<file path="src/rtl/cmp_idle_pkg.sv">
`timescale 1ns/1ps
package cmp_idle_pkg;

  // lane numbering for the dead-time counters
  localparam int unsigned LANE_MAIN = 0;
  localparam int unsigned LANE_COMP = 1;
  localparam int unsigned LANE_IDLE = 2;
  localparam int unsigned NUM_LANES = 3;

  typedef struct packed {
    logic main;
    logic comp;
  } idle_pair_t;

endpackage

</file>
<file path="src/rtl/cic_rise_delay.sv">
`timescale 1ns/1ps
// Holds back the assertion of a request until it has been seen for dt edges.
module cic_rise_delay #(
  parameter int unsigned DT_W = 8
) (
  input  logic            clk,
  input  logic            rst_n,
  input  logic            req,
  input  logic [DT_W-1:0] dt,
  output logic            ok
);

  localparam logic [DT_W-1:0] CNT_MAX = {DT_W{1'b1}};

  logic [DT_W-1:0] run_cnt;

  always_ff @(posedge clk) begin
    if (!rst_n) begin
      run_cnt <= '0;
    end else if (!req) begin
      run_cnt <= '0;
    end else if (run_cnt != CNT_MAX) begin
      run_cnt <= run_cnt + DT_W'(1);
    end
  end

  assign ok = req && (run_cnt >= dt);

  // a dropped request restarts the count
  p_run_clear_r2: assert property (@(posedge clk) disable iff (!rst_n)
    !req |=> run_cnt == '0);

  // the count saturates and never wraps
  p_run_sat_r10: assert property (@(posedge clk) disable iff (!rst_n)
    (req && run_cnt == CNT_MAX) |=> run_cnt == CNT_MAX);

endmodule

</file>
<file path="src/rtl/cic_idle_bits.sv">
`timescale 1ns/1ps
// Idle-level storage with write protection by lock level.
module cic_idle_bits
  import cmp_idle_pkg::*;
#(
  parameter int unsigned LOCK_W = 2
) (
  input  logic              clk,
  input  logic              rst_n,
  input  logic              wr_en,
  input  idle_pair_t        wr_val,
  input  logic [LOCK_W-1:0] lock_lvl,
  output idle_pair_t        idle_q
);

  logic wr_open;
  assign wr_open = (lock_lvl == '0);

  always_ff @(posedge clk) begin
    if (!rst_n) begin
      idle_q <= '0;
    end else if (wr_en && wr_open) begin
      idle_q <= wr_val;
    end
  end

  p_locked_hold_r7: assert property (@(posedge clk) disable iff (!rst_n)
    (wr_en && lock_lvl != '0) |=> $stable(idle_q));

  p_open_load_r8: assert property (@(posedge clk) disable iff (!rst_n)
    (wr_en && lock_lvl == '0) |=> idle_q == $past(wr_val));

endmodule

</file>
<file path="src/rtl/cic_out_stage.sv">
`timescale 1ns/1ps
// Output registers: enabled lanes or gated idle levels.
module cic_out_stage
  import cmp_idle_pkg::*;
(
  input  logic       clk,
  input  logic       rst_n,
  input  logic       ok_main,
  input  logic       ok_comp,
  input  logic       ok_idle,
  input  idle_pair_t idle_q,
  output logic       out_main,
  output logic       out_comp
);

  logic nxt_main;
  logic nxt_comp;

  always_comb begin
    nxt_main = ok_main | (ok_idle & idle_q.main);
    nxt_comp = ok_comp | (ok_idle & idle_q.comp);
  end

  always_ff @(posedge clk) begin
    if (!rst_n) begin
      out_main <= 1'b0;
      out_comp <= 1'b0;
    end else begin
      out_main <= nxt_main;
      out_comp <= nxt_comp;
    end
  end

  // the enabled lanes are never granted together
  p_lane_excl_r4: assert property (@(posedge clk) disable iff (!rst_n)
    !(ok_main && ok_comp));

  // idle levels are withheld until the idle lane has matured
  p_idle_gate_r5: assert property (@(posedge clk) disable iff (!rst_n)
    (!ok_main && !ok_comp && !ok_idle) |=> (!out_main && !out_comp));

endmodule

</file>
<file path="src/rtl/cmp_idle_ctrl.sv">
`timescale 1ns/1ps
module cmp_idle_ctrl
  import cmp_idle_pkg::*;
#(
  parameter int unsigned DT_W   = 8,
  parameter int unsigned LOCK_W = 2
) (
  input  logic              clk,
  input  logic              rst_n,
  input  logic              ref_in,
  input  logic              moe,
  input  logic [DT_W-1:0]   dt,
  input  logic [LOCK_W-1:0] lock_lvl,
  input  logic              idle_wr_en,
  input  logic              idle_wr_main,
  input  logic              idle_wr_comp,
  output logic              out_main,
  output logic              out_comp,
  output logic              idle_main_q,
  output logic              idle_comp_q
);

  logic [NUM_LANES-1:0] lane_req;
  logic [NUM_LANES-1:0] lane_ok;
  idle_pair_t           wr_val;
  idle_pair_t           idle_q;

  always_comb begin
    lane_req[LANE_MAIN] = moe & ref_in;
    lane_req[LANE_COMP] = moe & ~ref_in;
    lane_req[LANE_IDLE] = ~moe;
    wr_val.main         = idle_wr_main;
    wr_val.comp         = idle_wr_comp;
  end

  for (genvar g = 0; g < NUM_LANES; g++) begin : g_lane
    cic_rise_delay #(.DT_W(DT_W)) u_delay (
      .clk  (clk),
      .rst_n(rst_n),
      .req  (lane_req[g]),
      .dt   (dt),
      .ok   (lane_ok[g])
    );
  end

  cic_idle_bits #(.LOCK_W(LOCK_W)) u_idle (
    .clk     (clk),
    .rst_n   (rst_n),
    .wr_en   (idle_wr_en),
    .wr_val  (wr_val),
    .lock_lvl(lock_lvl),
    .idle_q  (idle_q)
  );

  cic_out_stage u_out (
    .clk     (clk),
    .rst_n   (rst_n),
    .ok_main (lane_ok[LANE_MAIN]),
    .ok_comp (lane_ok[LANE_COMP]),
    .ok_idle (lane_ok[LANE_IDLE]),
    .idle_q  (idle_q),
    .out_main(out_main),
    .out_comp(out_comp)
  );

  assign idle_main_q = idle_q.main;
  assign idle_comp_q = idle_q.comp;

  p_main_fall_r2: assert property (@(posedge clk) disable iff (!rst_n)
    (moe && !ref_in) |=> !out_main);

  p_comp_fall_r3: assert property (@(posedge clk) disable iff (!rst_n)
    (moe && ref_in) |=> !out_comp);

  p_no_overlap_r4: assert property (@(posedge clk) disable iff (!rst_n)
    moe |=> !(out_main && out_comp));

  p_idle_now_r6: assert property (@(posedge clk) disable iff (!rst_n)
    (!moe && dt == '0) |=> (out_main == $past(idle_main_q)) && (out_comp == $past(idle_comp_q)));

  p_follow_r2: assert property (@(posedge clk) disable iff (!rst_n)
    (moe && dt == '0) |=> (out_main == $past(ref_in)) && (out_comp == !$past(ref_in)));

endmodule

</file>
<file path="config.mk">
export PLATFORM = sky130hd
export DESIGN_NAME = cmp_idle_ctrl
export DESIGN_NICKNAME = d
export VERILOG_FILES = /design/src/rtl/cmp_idle_pkg.sv /design/src/rtl/cic_rise_delay.sv /design/src/rtl/cic_idle_bits.sv /design/src/rtl/cic_out_stage.sv /design/src/rtl/cmp_idle_ctrl.sv
export SDC_FILE = /design/constraint.sdc
export NUM_CORES = 1
export LEC_CHECK = 0
export ABC_AREA = 1
export BUFFER_PORTS_ARGS = -buffer_cell sky130_fd_sc_hd__buf_2
export CAP_MARGIN = 40
export CORE_UTILIZATION = 55
export CTS_BUF_LIST = sky130_fd_sc_hd__clkbuf_2
export CTS_CLUSTER_DIAMETER = 80
export DETAILED_ROUTE_END_ITERATION = 8
export GPL_TIMING_DRIVEN = 1
export PLACE_DENSITY = 0.79
export SLEW_MARGIN = 20
export SYNTH_ARGS = -nofsm -noshare
export SYNTH_HDL_FRONTEND = slang
export SYNTH_SLANG_ARGS = --single-unit
</file>
<file path="constraint.sdc">
create_clock -name clk -period 1.2 [get_ports clk]
set_input_delay 0.06 -clock clk [delete_from_list [all_inputs] [get_ports clk]]
set_output_delay 0.06 -clock clk [all_outputs]
set_load 0.02 [all_outputs]
</file>
# After elaboration in Yosys (flattened, before gate mapping)
# Cells that the tools add are included.
classes:
  order_cmp: 3
  reduce_logical: 8
  n_bitwise: 9
  n_addsub: 3
  eq_ne: 3
op_table:
  columns: ["op", "n"]
  rows:
  - ["8-bit by 1-bit adder with 8-bit output, second input constant", 3]
  - ["8-bit >= comparator", 3]
  - ["8-bit != test, second input constant", 3]
  - ["1-bit AND", 4]
  - ["1-bit logical AND", 4]
  - ["2-bit AND reduction", 2]
  - ["1-bit inverter", 3]
  - ["2-bit logical NOT", 1]
  - ["1-bit OR", 2]
  - ["2-bit OR reduction", 1]
word_totals:
  output_inout_bits: 4
  regBits: 28
  elab_cells: 33
  inputBits: 17

# Logic depth before layout (Yosys ltp)
depth:
  word_depth: 4
  depth_mapped: 11

# Cells and area by module
# From an unflattened synthesis, not the netlist that was laid out.
hier_totals:
  cells_unflattened: 305
  hier_area_um2: 2098.3
modules_own_cells:
  columns: ["module", "seq_area_each_um2", "n_inst", "area_each_um2", "cells_each"]
  rows:
  - ["cic_rise_delay", 160.2, 3, 639.4, 93]
  - ["cic_idle_bits", 40.0, 1, 93.8, 13]
  - ["cic_out_stage", 40.0, 1, 68.8, 9]
  - ["cmp_idle_ctrl", 0.0, 1, 17.5, 4]

# Least setup slack after synthesis
# OpenSTA, ideal clock, no wires.
synth_path:
  kind: "flip-flop to flip-flop"
  startpoint: "reg g_lane[1].u_delay.run_cnt[1]"
  endpoint: "reg g_lane[1].u_delay.run_cnt[5]"
  path_stages_with_launch: 7
  path_slack_ns: 0.031
  synth_period_minus_slack_ns: 1.169
  n_path_buf: 0
  setup_time_ns: 0.115
  t_arrival_ns: 1.054
  path_cell_list: "dfxtp_1 > ha_1 > nand3_2 > nor2_4 > nand2_2 > a21oi_1 > nor2_1"
synth_via:
  elab_chain_len: 1
synth_lines:
  columns: ["item", "line", "rtl"]
  rows:
  - ["start, declared", "cic_rise_delay.sv:15", "logic [DT_W-1:0] run_cnt;"]
  - ["start signal, assigned", "cic_rise_delay.sv:23", "run_cnt <= run_cnt + DT_W'(1);"]
  - ["8-bit by 1-bit adder with 8-bit output or 8-bit != test (tied branches)", "cic_rise_delay.sv:23, cic_rise_delay.sv:22", null]
# Several ways; a longest one is shown, not always the timed one.
# A chain may end at the register's enable or synchronous reset.

# Worst setup path after layout
layout_path:
  startpoint: "reg g_lane[1].u_delay.run_cnt[0]"
  endpoint: "reg u_out.out_comp"
layout_via:
  elab_chain_len: 3
layout_lines:
  columns: ["item", "line", "rtl"]
  rows:
  - ["8-bit >= comparator", "cic_rise_delay.sv:27", "assign ok = req && (run_cnt >= dt);"]
  - ["1-bit logical AND", "cic_rise_delay.sv:27", null]
  - ["1-bit OR", "cic_out_stage.sv:21", "nxt_comp = ok_comp | (ok_idle & idle_q.comp);"]
  - ["end signal, assigned", "cic_out_stage.sv:30", "out_comp <= nxt_comp;"]
  - ["end, declared", "cic_out_stage.sv:13", "output logic out_comp"]
# Every way passes these cells.

==> impl_metrics.tcl <==
set metrics [dict create \
    power.leakage_nw 1.316 \
    regArea_um2 594.3 \
    synth_area_leaders "dfxtp_1 (30%), ha_1 (18%), nand2_1 (11%), inv_1 (6.7%), nor2_1 (5.7%)" \
    worstHoldPathCells 5 \
    cts-root-to-sink-buffers 2 \
    vias 1842 \
    failed_checks "negative setup slack" \
    worst-slew-pin-transition_ps 325.4 \
    die_height_um 60.71 \
    yosys_warning_total 0 \
    ioPinCount 21 \
    critical_path_sink_type "flop" \
    grt_pass1_vias 1621 \
    grt_setup_unrepaired "yes" \
    ir_worst_vdd_v 0.0005959 \
    fp-row-count 20 \
    largest_fanout_of_any_net_on_the_critical_path 3 \
    drive_gt1_frac 0.3591 \
    drc 0 \
    multiInputGateArea_um2 1338 \
    reg_clk_slew_reported_paths_ps 270 \
    start_kind "flop" \
    reg2reg_setup_slack_ps -130 \
    dpl.hpwl_um 3057 \
    post_synth_num_cell_types 25 \
    timing.critical_path.slowest_stage_cell "dfxtp_4" \
    dr.first_iter.drc_count 107 \
    setup-violations-final 9 \
    coreArea_um2 3153 \
    worstSkewPairLatency_ps 380 \
    wl_um 4457 \
    maxCapViolations 0 \
    routedWlPerCell_um 12.14 \
    synthesis.area_per_instance_um2 7.126 \
    cts_tree "built" \
    avgViaCountPerCell 5.019 \
    layout_setup_ws_ps -126.9 \
    grt_first_pass_wirelength_um 6734 \
    crit_type "flop to flop" \
    detail-route-antenna-nets 0 \
    gate_count_after_technology_mapping 266 \
    skew_ps 10.90 \
    cts_sinks 28 \
    gr-usage-all-layers 0.2428 \
    critical_path.most_common_cell "nand2_1" \
    hold_viol_final 0 \
    die_footprint_um2 3685 \
    worst-endpoint-arrival_ps 1640 \
    finish.utilization 0.8099 \
    grt_start_max_net_pins 16 \
    synth.ff_latch_count 28 \
    synthesis.nets 310 \
    n_fill_cell 230 \
    antenna_found_initial 0 \
    cts_root_buf "clkbuf_2" \
    fin_hold_ws_ps 67.73 \
    layout-area-overhead-vs-synth_pct 34.72 \
    worst-endpoint-required_ps 1520 \
    p_total_w 0.001549 \
    placed_cell_count 350 \
    io_buffers 20 \
    fmax_mhz 753.6 \
    detailedRoute.firstPassIterationCount 4 \
    tritoncts.num_buffers 3 \
    hold_path_end "u_idle.idle_q[0]" \
    initial_utilization 0.6012 \
    cells_along_the_critical_path "inv_1 > ha_1 > nand2_1 > nand3_1 > nand2_1 > nand2_1 > nand2_1 > nand2_1 > nand2_1 > nand2_1" \
    final.period_utilization 1.106 \
    rr_worst_depth 10 \
    max-slew-margin-rel 0.7824 \
    worst_r2r_startpoint "g_lane[1].u_delay.run_cnt[0]" \
    final-instance-count-excl-fill 367 \
    htreeDepth 1 \
    critical_path.max_stage_delay_ps 430 \
    finalCriticalPeriod_ps 1327 \
    worstHoldPathType "input pin to flop" \
    synth_seq_area_share 0.2957 \
    timing.final.max_slew_violations 0 \
    routabilityCongestion 0.8514 \
    nNetsFinal 368 \
    die_width_um 60.71 \
    worst_hold_startpoint "lock_lvl[0]" \
    result_of_the_run "finished, violations left" \
    n_antenna_cell 0 \
    synth_top_area_share 0.2957 \
    post_synth_instance_area_um2 1896 \
    synth.largest_area_cell "dfxtp_1" \
    end_of_the_worst_register_to_register_path "u_out.out_comp" \
    grt_remaining_overflow 0 \
    power_density_nw_per_um2 606.4 \
]
[per-layer routing]
| metal | track usage | wire length (um) | share of wire | up-vias |
|---|---|---|---|---|
| li1 | - | - | - | 971 |
| met1 | 0.3072 | 1953 | 0.44 | 842 |
| met2 | 0.4239 | 2314 | 0.52 | 25 |
| met3 | 0.04478 | 148 | 0.033 | 4 |
| met4 | 0.06494 | 40 | 0.0090 | 0 |
| met5 | 0 | 0 | 0 | - |
[through the flow]
stage	cell area [um2]	setup WS (ps)	setup TNS (ps)
after detailed placement	2201	-128.9	-489.7
after global placement	2201	-54.65	-215.6
after CTS	2420	-127.3	-430.2
after global routing	2554	-199.1	-1348
final	2554	-126.9	-488.8
after floorplan	1896	30.77	0
[cells in the final DEF, fill, tap and decap left out, drive strengths merged, types with 8 or more instances in the layout]
cell and count:
dfxtp 28, nand3 15, buf 45, ha 27, inv 45, o21ai 11
nor2 35, nand2 61, a21oi 20, dlygate4sd3 8
[worst max-delay path, delay by kind of cell, from the launching register on]
kind | cells | cell delay [ps]
buf+inv | 1 | 70
simple gates | 8 | 500
flops | 1 | 430
fa+ha+maj | 1 | 270
[Yosys cell counts]
cell      number
o21ai_0        4
nand2_1       58
nor3_4         1
o21a_1         4
a31oi_1        2
a21oi_1       20
o21ai_1        7
nor2_1        29
inv_1         34
o21bai_1       1
nand2_2        3
dfxtp_1       28
nor2_4         3
nand4_2        1
nor3_1         4
nand3_2        2
nor2_2         3
nand3b_1       2
xor2_1         5
nor3_2         1
ha_1          27
clkinv_2       1
nand3_1       13
xnor2_1        2
inv_2         11
[power breakdown]
| group | total, W | internal (W) | leakage (nW) | switching, W |
|---|---|---|---|---|
| Clock | 0.000366 | 0.0000724 | 0.0140 | 0.000294 |
| Combinational | 0.000238 | 0.000110 | 1.07 | 0.000128 |
| Sequential | 0.000944 | 0.000935 | 0.236 | 0.00000981 |
[what timing repair did]
item	CTS	global route
hold endpoints to repair	17	1
setup buffers	2	3
endpoints found under the setup margin	20	23
gates resized for setup	29	34
pin swaps	13	14
hold buffers	8	1
[worst max path at each step]
| stage | end | cells past startpoint | from | slack [ps] |
|---|---|---|---|---|
| final | u_out.out_comp | 10 | g_lane[1].u_delay.run_cnt[0] | -130 |
| after CTS | u_out.out_main | 10 | g_lane[2].u_delay.run_cnt[1] | -130 |
| after global placement | u_out.out_comp | 10 | g_lane[1].u_delay.run_cnt[0] | -50 |
| after detailed placement | u_out.out_main | 10 | g_lane[2].u_delay.run_cnt[1] | -130 |
| after floorplan | g_lane[1].u_delay.run_cnt[5] | 6 | g_lane[1].u_delay.run_cnt[1] | 30 |
| after global routing | u_out.out_comp | 10 | g_lane[1].u_delay.run_cnt[0] | -200 |
[cell families (layout without fill, tap and decap cells)]
| logic type | count (synthesis) | in the layout | synth area share |
|---|---|---|---|
| AO/OA/AOI/OAI | 38 | 38 | 0.1083 |
| AND/OR/NAND/NOR | 120 | 120 | 0.2937 |
| flip-flops | 28 | 28 | 0.2957 |
| XOR/XNOR | 7 | 7 | 0.03234 |
| buffers and inverters | 46 | 103 | 0.09175 |
| adder cells (fa/ha/maj) | 27 | 27 | 0.1782 |
[cell type report]
cell class                      instances  area share
Inverter                               46     0.06908
Tap cell                               44     0.02156
Clock inverter                          1    0.001470
Timing Repair Buffer                   53      0.1455
Clock buffer                            3    0.005879
Sequential cell                        28      0.2327
Multi-Input combinational cell        192      0.5238
[state kept, by name, indices dropped and copies added (netlist names)]
name / count
u_idle.idle_q: 2
u_out.out_main: 1
g_lane.u_delay.run_cnt: 24
u_out.out_comp: 1
No activity file was read; power rests on OpenSTA's default activity.
